$ cat src/rtl/tx_enc_pkg.sv
package tx_enc_pkg;
  parameter int CG_W     = 5;   // code-group width
  parameter int LFSR_W   = 11;  // scrambler length (x^11)
  parameter int LFSR_TAP = 9;   // second tap (x^9)
  localparam int SEED_W  = LFSR_W - 1;

  typedef logic [LFSR_W-1:0] lfsr_t;
  typedef logic [1:0]        mlt_t;
  typedef enum logic [1:0] {
    PH_ZERO_RISE = 2'd0,
    PH_POS       = 2'd1,
    PH_ZERO_FALL = 2'd2,
    PH_NEG       = 2'd3
  } mlt_phase_e;

  localparam mlt_t LVL_ZERO = 2'b00;
  localparam mlt_t LVL_POS  = 2'b01;
  localparam mlt_t LVL_NEG  = 2'b11;

  function automatic logic lfsr_fb(lfsr_t s);
    return s[LFSR_W-1] ^ s[LFSR_TAP-1];
  endfunction

  function automatic lfsr_t lfsr_next(lfsr_t s);
    return {s[LFSR_W-2:0], lfsr_fb(s)};
  endfunction

  function automatic lfsr_t lfsr_seed(logic [SEED_W-1:0] sd);
    return {1'b1, sd};
  endfunction

  function automatic mlt_phase_e mlt_advance(mlt_phase_e p);
    case (p)
      PH_ZERO_RISE: return PH_POS;
      PH_POS:       return PH_ZERO_FALL;
      PH_ZERO_FALL: return PH_NEG;
      default:      return PH_ZERO_RISE;
    endcase
  endfunction

  function automatic mlt_t mlt_level(mlt_phase_e p);
    case (p)
      PH_POS:  return LVL_POS;
      PH_NEG:  return LVL_NEG;
      default: return LVL_ZERO;
    endcase
  endfunction
endpackage

$ cat src/rtl/tx_ser.sv
module tx_ser
  import tx_enc_pkg::*;
(
  input  logic            clk,
  input  logic            rst,
  input  logic [CG_W-1:0] cg_in,
  output logic            take,
  output logic            bit_o
);
  localparam int CNT_W = $clog2(CG_W);
  localparam logic [CNT_W-1:0] LAST = CNT_W'(CG_W - 1);

  logic [CNT_W-1:0] cnt_q;
  logic [CG_W-1:0]  hold_q;

  assign take  = (cnt_q == '0);
  assign bit_o = take ? cg_in[CG_W-1] : hold_q[CG_W-1];

  always_ff @(posedge clk) begin
    if (rst) begin
      cnt_q  <= '0;
      hold_q <= '0;
    end else begin
      cnt_q  <= (cnt_q == LAST) ? '0 : cnt_q + 1'b1;
      hold_q <= take ? (cg_in << 1) : (hold_q << 1);
    end
  end
endmodule

$ cat src/rtl/tx_scrambler.sv
module tx_scrambler
  import tx_enc_pkg::*;
(
  input  logic              clk,
  input  logic              rst,
  input  logic [SEED_W-1:0] seed,
  input  logic              in_bit,
  output logic              ks_bit,
  output logic              out_bit,
  output lfsr_t             state
);
  assign ks_bit  = lfsr_fb(state);
  assign out_bit = in_bit ^ ks_bit;

  always_ff @(posedge clk) begin
    if (rst) state <= lfsr_seed(seed);
    else     state <= lfsr_next(state);
  end
endmodule

$ cat src/rtl/tx_mlt3.sv
module tx_mlt3
  import tx_enc_pkg::*;
(
  input  logic clk,
  input  logic rst,
  input  logic nrz_bit,
  output logic nrzi_q,
  output logic nrzi_edge,
  output mlt_t level
);
  logic       nrzi_d;
  mlt_phase_e phase_q;

  assign nrzi_edge = nrzi_q ^ nrzi_d;
  assign level     = mlt_level(phase_q);

  always_ff @(posedge clk) begin
    if (rst) begin
      nrzi_q  <= 1'b0;
      nrzi_d  <= 1'b0;
      phase_q <= PH_ZERO_RISE;
    end else begin
      nrzi_q  <= nrzi_q ^ nrz_bit;
      nrzi_d  <= nrzi_q;
      if (nrzi_edge) phase_q <= mlt_advance(phase_q);
    end
  end
endmodule

$ cat src/rtl/tx_line_encoder.sv
module tx_line_encoder
  import tx_enc_pkg::*;
(
  input  logic              clk,
  input  logic              rst,
  input  logic [SEED_W-1:0] seed,
  input  logic [CG_W-1:0]   cg_in,
  output logic              cg_take,
  output logic [1:0]        mlt
);
  logic  ser_bit;
  logic  ks_bit;
  logic  scr_bit;
  logic  nrzi_q;
  logic  nrzi_edge;
  lfsr_t lfsr_q;

  tx_ser u_ser (
    .clk   (clk),
    .rst   (rst),
    .cg_in (cg_in),
    .take  (cg_take),
    .bit_o (ser_bit)
  );

  tx_scrambler u_scr (
    .clk     (clk),
    .rst     (rst),
    .seed    (seed),
    .in_bit  (ser_bit),
    .ks_bit  (ks_bit),
    .out_bit (scr_bit),
    .state   (lfsr_q)
  );

  tx_mlt3 u_mlt (
    .clk       (clk),
    .rst       (rst),
    .nrz_bit   (scr_bit),
    .nrzi_q    (nrzi_q),
    .nrzi_edge (nrzi_edge),
    .level     (mlt)
  );
endmodule

$ cat config.mk
export PLATFORM = sky130hd
export DESIGN_NAME = tx_line_encoder
export DESIGN_NICKNAME = d
export VERILOG_FILES = /design/src/rtl/tx_enc_pkg.sv /design/src/rtl/tx_ser.sv /design/src/rtl/tx_scrambler.sv /design/src/rtl/tx_mlt3.sv /design/src/rtl/tx_line_encoder.sv
export SDC_FILE = /design/constraint.sdc
export NUM_CORES = 1
export LEC_CHECK = 0
export ABC_AREA = 1
export ABC_CLOCK_PERIOD_IN_PS = 1000
export CAP_MARGIN = 0
export CORE_UTILIZATION = 30
export DETAILED_ROUTE_END_ITERATION = 7
export SYNTH_ARGS = -nofsm -noshare
export SYNTH_HDL_FRONTEND = slang
export SYNTH_SLANG_ARGS = --single-unit
export TNS_END_PERCENT = 20
$ cat constraint.sdc
create_clock -name clk -period 1 [get_ports clk]
set_input_delay 0.15 -clock clk [delete_from_list [all_inputs] [get_ports clk]]
set_output_delay 0.15 -clock clk [all_outputs]
set_load 0.1 [all_outputs]
Word-level counts from Yosys, hierarchy flattened:

Index checks and enable logic that the tools add are counted.

* add/subtract/negate cells: 1
* equal/unequal tests: 4
* multiplexer cells: 5
* bitwise logic cells: 4
* reductions and logical operators: 3

Operators with widths (number)
* $mux 10: 1
* $pmux 2 s3: 1
* $mux 5: 1
* $eq 2x2->1 const B: 2
* $pmux 2 s2: 1
* $xor 1x1->1: 4
* $add 3x1->3 const B: 1
* $eq 3x3->1 const B: 1
* $logic_not 3->1: 1
* $eq 2x1->1 const B: 1
* $logic_not 2->1: 1
* $reduce_or 2->1: 1
* $mux 1: 1

* register bits: 23
* input port bits: 17
* output and inout port bits: 3
* word-level logic and storage cells: 24

Logic depth before layout (Yosys ltp):

Gate-level depths: netlist (run 1).

* word-level depth: 4
* depth in mapped cells: 8
* depth with buffers taken out: 8

Cells and area by module:

Synthesis (run 1) repeated with hierarchy kept, for this count alone.

* cell total of the unflattened synthesis: 130
* area, all modules: 947.2 um^2

Modules (own cells, without submodules)
* tx_scrambler: times used 1, cells an instance 54, area each 399.1 um^2, seq. area each 220.2 um^2
* tx_ser: times used 1, cells an instance 43, area each 309.0 um^2, seq. area each 140.1 um^2
* tx_mlt3: times used 1, cells an instance 33, area each 239.0 um^2, seq. area each 80.1 um^2

Worst setup path before layout (run 1):

OpenSTA, ideal clock, no wires.

* kind: register -> output
* from: register u_mlt.phase_q[0]
* to: output port mlt[0]
* arrival: 1758 ps
* data required time: 850 ps
* slack: -908 ps
* cell stages (with the launch flop): 3
* path buffers: 0
* path through: dfxtp_1 -> ha_1 -> or2_2

* cells in the longest elaborated chain, start to end: 2
* elaborated cells on any way between the ends: 3
* those cells by class: eq/ne: 2; mux: 1

RTL lines
* start, declared: line tx_mlt3.sv:12 `mlt_phase_e phase_q;`
* start signal, assigned: line tx_mlt3.sv:25 `if (nrzi_edge) phase_q <= mlt_advance(phase_q);`
* $eq 2x2->1 or $eq 2x1->1 (tied branches): line tx_enc_pkg.sv:42 `case (p)`
* $pmux 2 s2 *: line tx_enc_pkg.sv:42
* end, declared: line tx_line_encoder.sv:9 `output logic [1:0] mlt`

Every way passes the cells marked *; elsewhere a longest branch is shown, timed or not.

Final worst setup path (run 1):

* from: register u_mlt.phase_q[1]
* to: output port mlt[0]

Same word-level chain as after synthesis.

==> metrics.md, run 1 <==
| Metric | Value |
|---|---|
| Post-synth EDFFs | `0` |
| Synth unique cells | `15` |
| Clock buffer depth | `2` |
| Number of global-route vias before repair | `roughly 710` |
| Crit path launch | `u_mlt.phase_q[1]$_SDFFE_PP0P_` |
| Area Overhead vs Synth | `52.6%` |
| Layout cells sized above 1 | `roughly a quarter` |
| Leak | `approximately 0.61 nW` |
| Initial core utilization | `31.7%` |
| First-pass GRT wire length | `2670 µm` |
| Dominant synthesized flop cell | `dfxtp_1` |
| CTS sink count | `22` |
| CP max stage cell | `dfxtp_4` |
| DR DRC count | `0` |
| Gp weighted congestion | `0.632` |
| Overall power | `between 2 and 3 mW` |
| R2R cell count | `9` |
| Peak supply drop | `0.00136 V` |
| Std-Cell Core Area | `2760 µm²` |
| Final setup viols | `9` |
| Achievable clock frequency | `704 MHz` |
| Post-CTS Hold Fix Bufs | `0` |
| GRT Total Usage | `a little over a tenth` |
| Ant diodes | `0` |
| Total CTS buffers | `3` |
| Cell Count Post-Placement | `approximately 170` |
| Pin count of the biggest net entering global routing | `17` |
| Least-Margin Pin Slew | `about 0.25 ns` |
| Drt first pass iters | `4` |
| CP Data Required Time | `0.85 ns` |
| RSZ-0062 raised after global routing | `true` |
| R2r startpoint | `u_mlt.phase_q[1]$_SDFFE_PP0P_` |
| Core Rows | `19` |
| Die Width | `roughly 56 µm` |
| Mapped Nets | `about 140` |
| Synthesized instance count | `between 100 and 150` |
| Crit-path cells | `inv_4, ha_4, or2_4, buf_12` |
| Final Hold Violating Endpoints | `0` |
| CP Class | `reg -> out` |
| Crit-path max cell delay | `0.39 ns` |
| Syn Area/Cell | `between 7 and 8 µm²` |
| Initial DRC Count | `10` |
| Final wirelength | `1510 µm` |
| DR WL/cell | `8.57 µm` |
| Ys Warns | `0` |
| Final nets | `approximately 170` |
| Max cap viols | `0` |
| Final slew viol count | `0` |
| Post-Syn Area | `873 µm²` |
| Most instantiated cells after synthesis | `nand2_1, dfxtp_1, nor2_1` |
| Die height | `56.0 µm` |
| Io pins | `20` |
| Cell with the most instances after synthesis | `nand2_1` |
| Pwr/cell area | `1930 nW/µm²` |
| Final period utilization | `142%` |
| Crit path capture | `mlt[0]` |
| Synth area leaders | `dfxtp_1, nand2_1, ha_1, nor2_1, inv_1` |
| Slew margin rel. | `83.5%` |
| Placed inst area | `1220 µm²` |
| Asr flop ratio synth | `0%` |
| FF-to-FF End | `u_mlt.phase_q[0]$_SDFFE_PP0P_` |
| R2R Setup Slk | `-0.28 ns` |
| GRT overflow | `0` |
| Drt via density | `about 4.3` |
| Clk pin slew, worst setup/hold paths | `around 0.13 ns` |
| Via Count | `750` |
| Hold WC Path Type | `in -> reg` |
| Run status | `finished, violations left` |
| Crit end category | `output port` |
| Failing checks | `setup timing` |
| Clk_skew | `roughly 0.013 ns` |
| Crit Path Max Fanout | `3` |
| CTS tree | `built` |
| Clock Latency Late Sink | `between 0.3 and 0.4 ns` |
| Sequential area share after synthesis | `between 50% and 60%` |
| Full die area | `around 3100 µm²` |
| #FFs+latches synth | `22` |
| DPL Wire Length | `1090 µm` |
| Final instance area | `~1300 µm²` |
| Port Buffer Count | `19` |
| H-tree levels | `1` |
| Worst setup margin | `-0.420 ns` |
| Area leader, netlist | `dfxtp_1` |
| Synth top area share | `approximately 50%` |
| Fin Hold WS | `between 0.3 and 0.4 ns` |
| Initial antenna violation count | `0` |
| Clock root buffer | `clkbuf_4` |
| Routed Antenna Nets | `0` |
| WP data arrival | `approximately 1.3 ns` |
| Worst Setup Start Kind | `flip-flop` |
| Final Instance Count excl. Fillers | `176` |
| Final min period | `1.42 ns` |
-- worst max-delay path: cells and delay by family, from the launching register on --
| kind | cells | cell delay, ns |
|---|---|---|
| adder cells (fa/ha/maj) | 1 | 0.14 |
| buffers and inverters | 2 | 0.20 |
| flip-flops | 1 | 0.39 |
| AND/OR/NAND/NOR | 1 | 0.23 |
-- report_power, final --
| part | internal, mW | switching, mW |
|---|---|---|
| Sequential | 0.997 | 0.0782 |
| Clock | 0.405 | 0.271 |
| Combinational | 0.385 | 0.442 |
-- area by class of cell --
| cell class | instances | area [µm²] |
|---|---|---|
| repair buffers | 30 | 307 |
| fillers | 280 | 1430 |
| clock buffers | 3 | 22.5 |
| multi-input cells | 77 | 433 |
| clock inverters | 1 | 30.0 |
| flip-flops and latches | 22 | 450 |
| well taps | 31 | 38.8 |
| inverters | 12 | 51.3 |
-- per-stage QoR --
stage / worst slack (ns) / util, % / TNS [ns]
floorplan: -0.406 / - / -1.73
detailed placement: -0.197 / 44.2 / -2.78
global route: -0.470 / 48.3 / -2.37
finish: -0.420 / 48.3 / -1.83
global placement: -0.157 / 44.2 / -2.11
CTS: -0.457 / 47.0 / -1.53
-- cell usage in the layout, fill, tap and decap left out --
cell / netlist / routed
buf_6: 0 / 1
or2_2: 2 / 1
nor2_4: 0 / 1
o21ai_1: 0 / 3
dfxtp_1: 22 / 18
nand3_1: 4 / 4
buf_12: 0 / 3
buf_4: 1 / 10
inv_2: 3 / 5
ha_1: 6 / 3
inv_4: 0 / 1
inv_1: 9 / 5
nand2_1: 39 / 39
a21oi_1: 3 / 3
or2_4: 0 / 1
clkdlybuf4s50_1: 0 / 16
nor2_1: 15 / 12
clkinvlp_4: 0 / 1
clkbuf_4: 0 / 3
o21ai_0: 4 / 1
nand2_4: 0 / 1
nor2_2: 0 / 2
ha_4: 0 / 3
dfxtp_2: 0 / 2
a31oi_1: 1 / 1
bufinv_16: 0 / 1
dfxtp_4: 0 / 2
xnor2_1: 2 / 2
-- logic make-up (layout without fill, tap and decap cells) --
logic type | count (synthesis) | after routing | share of synthesized area (%)
and+or+nand+nor | 61 | 61 | 27.7
DFF | 22 | 22 | 50.4
buffers and inverters | 14 | 46 | 6.59
AOI/OAI and AO/OA | 8 | 8 | 4.73
adders and majority gates | 6 | 6 | 8.60
xor gates and xnor gates | 2 | 2 | 2.01
-- metal layers --
layer  vias up  GRT usage (%)  routed length [µm]
met4         0           5.23                  23
li1        409              -                   -
met3         3           2.56                  60
met5         -              0                   0
met2        17           18.4                 671
met1       321           12.6                 752
-- registers in the layout, indices dropped and copies added, names as in the netlist --
signal,cells
u_scr.state,11
u_ser.hold_q,4
u_ser.cnt_q,3
u_mlt.phase_q,2
u_mlt.nrzi_d,1
u_mlt.nrzi_q,1
-- timing repair --
| action | in CTS | in global routing |
|---|---|---|
| gates resized for setup | 9 | 7 |
| pin swaps | 4 | 3 |
| setup buffers | 1 | 2 |
| setup endpoints to repair | 9 | 9 |
-- worst min-delay path by stage --
stage / from / slack, ns / to / cells after the start
floorplan: seed[2] / 0.26 / u_scr.state[2]$_DFF_P_ / 2
global placement: u_scr.state[9]$_DFF_P_ / 0.40 / u_scr.state[10]$_SDFF_PP1_ / 1
detailed placement: u_scr.state[5]$_DFF_P_ / 0.41 / u_scr.state[6]$_DFF_P_ / 2
global route: seed[1] / 0.35 / u_scr.state[1]$_DFF_P_ / 3
finish: cg_in[0] / 0.35 / u_ser.hold_q[1]$_SDFF_PP0_ / 3
CTS: cg_in[0] / 0.35 / u_ser.hold_q[1]$_SDFF_PP0_ / 3
Note: power is estimated with default switching activity, not from simulation.
==> inputs of run 2 (changes only) <==
Settings changed: CORE_MARGIN from default to 10.
==> run 2 against run 1 <==
Die area is 75% higher. Total power hardly changed. Critical path type unchanged. Clock power shrank 2%. The flow still finishes with violations (setup timing). Maximum frequency decreased by 0.13%. Critical endpoint unchanged. Critical path depth stayed put.
==> metrics.md, run 2 (synthesis gave the netlist of run 1 again) <==
| Metric | Value |
|---|---|
| Full die area | `~5500 µm²` |
| Overall power | `2.58 mW` |
| Final period utilization | `142%` |
| Final min period | `between 1 and 1.5 ns` |
| Achievable clock frequency | `approximately 700 MHz` |
| Port Buffer Count | `19` |
| Gp weighted congestion | `between 0.6 and 0.7` |
| Worst Setup Start Kind | `flip-flop` |
| Crit end category | `output port` |
| GRT Total Usage | `6.85%` |
| Initial antenna violation count | `0` |
| Pin count of the biggest net entering global routing | `17` |
| Pwr/cell area | `1930 nW/µm²` |
| Initial DRC Count | `20` |
| CP Class | `reg -> out` |
| R2R Setup Slk | `-0.29 ns` |
| Hold path cells | `3` |
| Clock buffer depth | `2` |
| Clock Latency Late Sink | `around 0.30 ns` |
| Area Overhead vs Synth | `52.9%` |
| Crit-path max cell delay | `about 0.40 ns` |
| Worst setup margin | `-0.422 ns` |
| Placed inst area | `approximately 1200 µm²` |
| Total CTS buffers | `3` |
| CTS sink count | `22` |
| Grt met2 use | `between 10 and 15%` |
| DR DRC count | `0` |
| Final core occ | `a little under half` |
| TNS Setup | `-1.92 ns` |
| Final instance area | `1340 µm²` |
| Die Width | `around 74 µm` |
| Io pins | `20` |
| Met3 usage | `2.66%` |
| Std-Cell Core Area | `around 2800 µm²` |
| Clk pin slew, worst setup/hold paths | `0.12 ns` |
| Crit Path Max Fanout | `3` |
| Failing checks | `setup timing` |
| Final Hold Violating Endpoints | `0` |
| Regs by FF count | `u_scr.state (11), u_ser.hold_q (4), u_ser.cnt_q (3)` |
| Final Instance Count excl. Fillers | `around 180` |
| RSZ-0062 raised after global routing | `true` |
| Initial core utilization | `approximately a third` |
| Hold WC Path Type | `in -> reg` |
| Max cap viols | `0` |
| Drt via density | `around 4.3` |
| Largest register FFs | `11` |
| Crit-path cells | `inv_4, ha_4, or2_4, buf_12` |
| Crit path buffers/inverters | `2` |
| Ant diodes | `0` |
| CP max stage cell | `dfxtp_4` |
| Layout cells sized above 1 | `26.9%` |
| Met1 Usage GRT | `under 10%` |
| CP top delay family | `flip-flops` |
| Biggest register | `u_scr.state` |
| Cell Count Post-Placement | `between 150 and 200` |
| Dpl ws | `-0.179 ns` |
| CP Data Required Time | `between 0.8 and 0.9 ns` |
| Final wirelength | `roughly 1800 µm` |
| Number of global-route vias before repair | `slightly below 800` |
| Via Count | `757` |
| Final slew viol count | `0` |
| GRT overflow | `0` |
| CTS tree | `built` |
| Drt first pass iters | `4` |
| Most frequent cells in the layout | `nand2_1, dfxtp_1, clkdlybuf4s50_1` |
| Die height | `~74 µm` |
| Core Rows | `19` |
| Run status | `finished, violations left` |
| WP data arrival | `between 1 and 1.5 ns` |
| DPL Wire Length | `between 1000 and 1500 µm` |
| Hold_sp | `cg_in[0]` |
| Peak supply drop | `0.00136 V` |
| FF-to-FF End | `u_mlt.phase_q[1]$_SDFFE_PP0P_` |
| Leak | `0.610 nW` |
| Gr busiest metal | `met2` |
| First-pass GRT wire length | `around 3100 µm` |
| Most common cell after layout, fill and taps aside | `nand2_1` |
| Routed Antenna Nets | `0` |
| Worst Hold End | `u_ser.hold_q[1]$_SDFF_PP0_` |
| Clock root buffer | `clkbuf_4` |
| H-tree levels | `1` |
| R2R cell count | `7` |
| Least-Margin Pin Slew | `~0.24 ns` |
| Final nets | `roughly 170` |
| Clk_skew | `a little under 0.004 ns` |
| Fin Hold WS | `between 0.3 and 0.4 ns` |
| DR WL/cell | `10.1 µm` |
| Final setup viols | `8` |
| R2r startpoint | `u_mlt.phase_q[1]$_SDFFE_PP0P_` |
| Slew margin rel. | `roughly 84%` |
==> run 2: cell counts in the layout (fill, tap and decap cells not counted) <==
Identical to the previous run, type by type.
==> run 2: final cells by class <==
type                            count  area, µm²
Fill cell                         279       1450
Sequential cell                    22        450
Multi-Input combinational cell     77        435
Timing Repair Buffer               30        307
Inverter                           12       51.3
Tap cell                           31       38.8
Clock inverter                      1       30.0
Clock buffer                        3       22.5
==> run 2: worst register-to-register path, cell delays in order, from the launching register on <==
cell and delay [ns]:
dfxtp_4 0.40, inv_4 0.04, buf_4 0.12, buf_4 0.12, buf_4 0.12, ha_1 0.26, nand2_1 0.05, a21oi_1 0.12
==> run 2: worst max path at each step <==
stage | from | end | slack, ns | cells after the start
2_1_floorplan | u_ser.cnt_q[0]$_SDFF_PP0_ | u_ser.hold_q[2]$_SDFF_PP0_ | -0.41 | 6
3_3_place_gp | rst | u_ser.hold_q[3]$_SDFF_PP0_ | -0.14 | 4
3_5_place_dp | rst | u_ser.cnt_q[0]$_SDFF_PP0_ | -0.18 | 4
4_1_cts | u_mlt.phase_q[1]$_SDFFE_PP0P_ | mlt[0] | -0.46 | 4
5_1_grt | u_mlt.phase_q[1]$_SDFFE_PP0P_ | mlt[0] | -0.46 | 4
6_report | u_mlt.phase_q[1]$_SDFFE_PP0P_ | mlt[0] | -0.42 | 4
==> run 2: metal layers <==
metal	up-vias	wire, µm
met5	-	0
met4	0	0
met2	18	854
met1	333	794
li1	406	-
met3	0	133
==> run 2: power by group <==
part / total, mW / internal (mW) / switching [mW]
Clock: 0.660 / 0.405 / 0.255
Combinational: 0.838 / 0.388 / 0.450
Sequential: 1.08 / 0.997 / 0.0808
Total: 2.58 / 1.79 / 0.786
==> run 2: what timing repair did <==
item	in CTS	in global routing
resized for setup	9	8
hold buffers	0	0
buffers inserted	1	2
hold endpoints to repair	0	0
pin swaps	5	1
endpoints found under the setup margin	9	9
==> inputs of run 3 (changes only) <==
Settings changed: SKIP_CTS_REPAIR_TIMING from default to 1.
==> run 3 against run 2 <==
The flow still finishes with violations (setup timing). Final cell count down 1.1%. Total power down 0.72%. Setup slack worse by 0.017 ns. Combinational power down 2%. Clock skew about the same. Sequential share of layout area up 0.38 points. Die area unchanged. Largest power group unchanged.
==> metrics.md, run 3 (synthesis gave the netlist of run 1 again) <==
| Metric | Value |
|---|---|
| Run status | `finished, violations left` |
| Failing checks | `setup timing` |
| Drt first pass iters | `4` |
| DPL Wire Length | `1400 µm` |
| Die height | `74.0 µm` |
| Fin Hold WS | `0.364 ns` |
| Clock buffer depth | `2` |
| Gp weighted congestion | `around 0.67` |
| Initial core utilization | `between 30% and 40%` |
| Leak | `~0.6 nW` |
| Worst Setup Start Kind | `flip-flop` |
| Pin count of the biggest net entering global routing | `17` |
| Sw Pwr | `approximately 0.78 mW` |
| Peak supply drop | `~0.0014 V` |
| Area Overhead vs Synth | `51.1%` |
| Least-Margin Pin Slew | `around 0.23 ns` |
| Port Buffer Count | `19` |
| Crit path capture | `mlt[0]` |
| Initial DRC Count | `21` |
| H-tree levels | `1` |
| DR WL/cell | `between 10 and 15 µm` |
| Most common cell after layout, fill and taps aside | `nand2_1` |
| Worst setup margin | `-0.439 ns` |
| CTS tree | `built` |
| # fillers | `roughly 280` |
| First-pass GRT wire length | `about 3100 µm` |
| Clock Latency Late Sink | `approximately 0.3 ns` |
| Layout cells sized above 1 | `roughly a quarter` |
| Total CTS buffers | `3` |
| Final nets | `about 170` |
| Max cap viols | `0` |
| Full die area | `~5500 µm²` |
| Die Width | `between 70 and 80 µm` |
| Cell internal pwr | `1.78 mW` |
| DR DRC count | `0` |
| Crit path launch | `u_mlt.phase_q[1]$_SDFFE_PP0P_` |
| Core Rows | `19` |
| Slew margin rel. | `between 80 and 90%` |
| R2R Setup Slk | `-0.11 ns` |
| GRT overflow | `0` |
| Achievable clock frequency | `~690 MHz` |
| Biggest register | `u_scr.state` |
| CP Data Required Time | `approximately 0.85 ns` |
| Initial antenna violation count | `0` |
| CP Class | `reg -> out` |
| CTS sink count | `22` |
| R2R cell count | `7` |
| Comb power frac | `around a third` |
| Via Count | `753` |
| Number of global-route vias before repair | `763` |
| WP data arrival | `1.29 ns` |
| Std-Cell Core Area | `roughly 2800 µm²` |
| Final Hold Violating Endpoints | `0` |
| Final period utilization | `144%` |
| Final slew viol count | `0` |
| Drt via density | `approximately 4.3` |
| RSZ-0062 raised after global routing | `true` |
| Io pins | `20` |
| Crit Path Max Fanout | `3` |
| TNS Setup | `-1.55 ns` |
| Ant diodes | `0` |
| Clk_skew | `around 0.0039 ns` |
| FF-to-FF End | `u_ser.hold_q[2]$_SDFF_PP0_` |
| Largest register FFs | `11` |
| Clk pin slew, worst setup/hold paths | `between 0.1 and 0.15 ns` |
| Dpl ws | `-0.179 ns` |
| GRT Total Usage | `around 6.8%` |
| Routed Antenna Nets | `0` |
| Crit end category | `output port` |
| R2r startpoint | `u_ser.cnt_q[1]$_SDFF_PP0_` |
| Clk network pwr share | `about a quarter` |
| Placed inst area | `between 1000 and 1500 µm²` |
| Most frequent cells in the layout | `nand2_1, dfxtp_1, clkdlybuf4s50_1` |
| Clock root buffer | `clkbuf_4` |
| Final wirelength | `between 1500 and 2000 µm` |
| Power share of the sequential group | `between 40% and 50%` |
| Final instance area | `between 1000 and 1500 µm²` |
| Pwr/cell area | `~1900 nW/µm²` |
| Switching share of power | `between 30% and 40%` |
| Final min period | `about 1.4 ns` |
| Final setup viols | `8` |
| Regs by FF count | `u_scr.state (11), u_ser.hold_q (4), u_ser.cnt_q (3)` |
| Overall power | `roughly 2.6 mW` |
| Hold WC Path Type | `in -> reg` |
-- run 3: cell types whose count changed in the layout (fill, tap and decap cells not counted), sizes merged --
cell	delta
buf	-2
-- run 3: worst max-delay path: stages, from the launching register on --
cell	delay (ns)
dfxtp_4	0.40
inv_4	0.04
ha_4	0.14
or2_4	0.25
buf_12	0.16
-- run 3: final cells by class --
| class | instances | area [µm²] | area share (%) |
|---|---|---|---|
| timing repair buffer | 28 | 292 | 22.1 |
| tap | 31 | 38.8 | 2.94 |
| multi-input combinational | 77 | 435 | 33.0 |
| sequential | 22 | 450 | 34.1 |
| inverter | 12 | 51.3 | 3.89 |
| clock inverter | 1 | 30.0 | 2.27 |
| clock buffer | 3 | 22.5 | 1.71 |
-- run 3: stage by stage --
stage | std cells | utilization (%)
after global placement | 169 | 43.8
after floorplan | 113 | -
after global routing | 174 | 47.5
final | 174 | 47.5
after CTS | 173 | 45.7
after detailed placement | 169 | 43.8
-- run 3: worst min-delay path by stage --
stage               slack, ns                   start  depth (start not counted)                         end
floorplan                0.26                 seed[2]                          2      u_scr.state[2]$_DFF_P_
global placement         0.40  u_scr.state[9]$_DFF_P_                          1  u_scr.state[10]$_SDFF_PP1_
detailed placement       0.41  u_scr.state[9]$_DFF_P_                          1  u_scr.state[10]$_SDFF_PP1_
CTS                      0.36                cg_in[0]                          3  u_ser.hold_q[1]$_SDFF_PP0_
global route             0.35                cg_in[0]                          3  u_ser.hold_q[1]$_SDFF_PP0_
finish                   0.36                cg_in[0]                          3  u_ser.hold_q[1]$_SDFF_PP0_
-- run 3: power by group through the flow --
stage               combinational (mW)  clock, mW  sequential [mW]
floorplan                        0.499          0             1.06
global placement                 0.762          0             1.07
detailed placement               0.777          0             1.07
CTS                              0.781      0.685             1.05
global route                     0.907      0.724             1.09
finish                           0.820      0.660             1.08
-- run 3: per-layer routing --
metal  GRT usage, %  share of wire (%)
met5              0                  0
met4           2.48                  0
met3           2.66                7.7
met2           11.2                 48
met1           7.72                 44
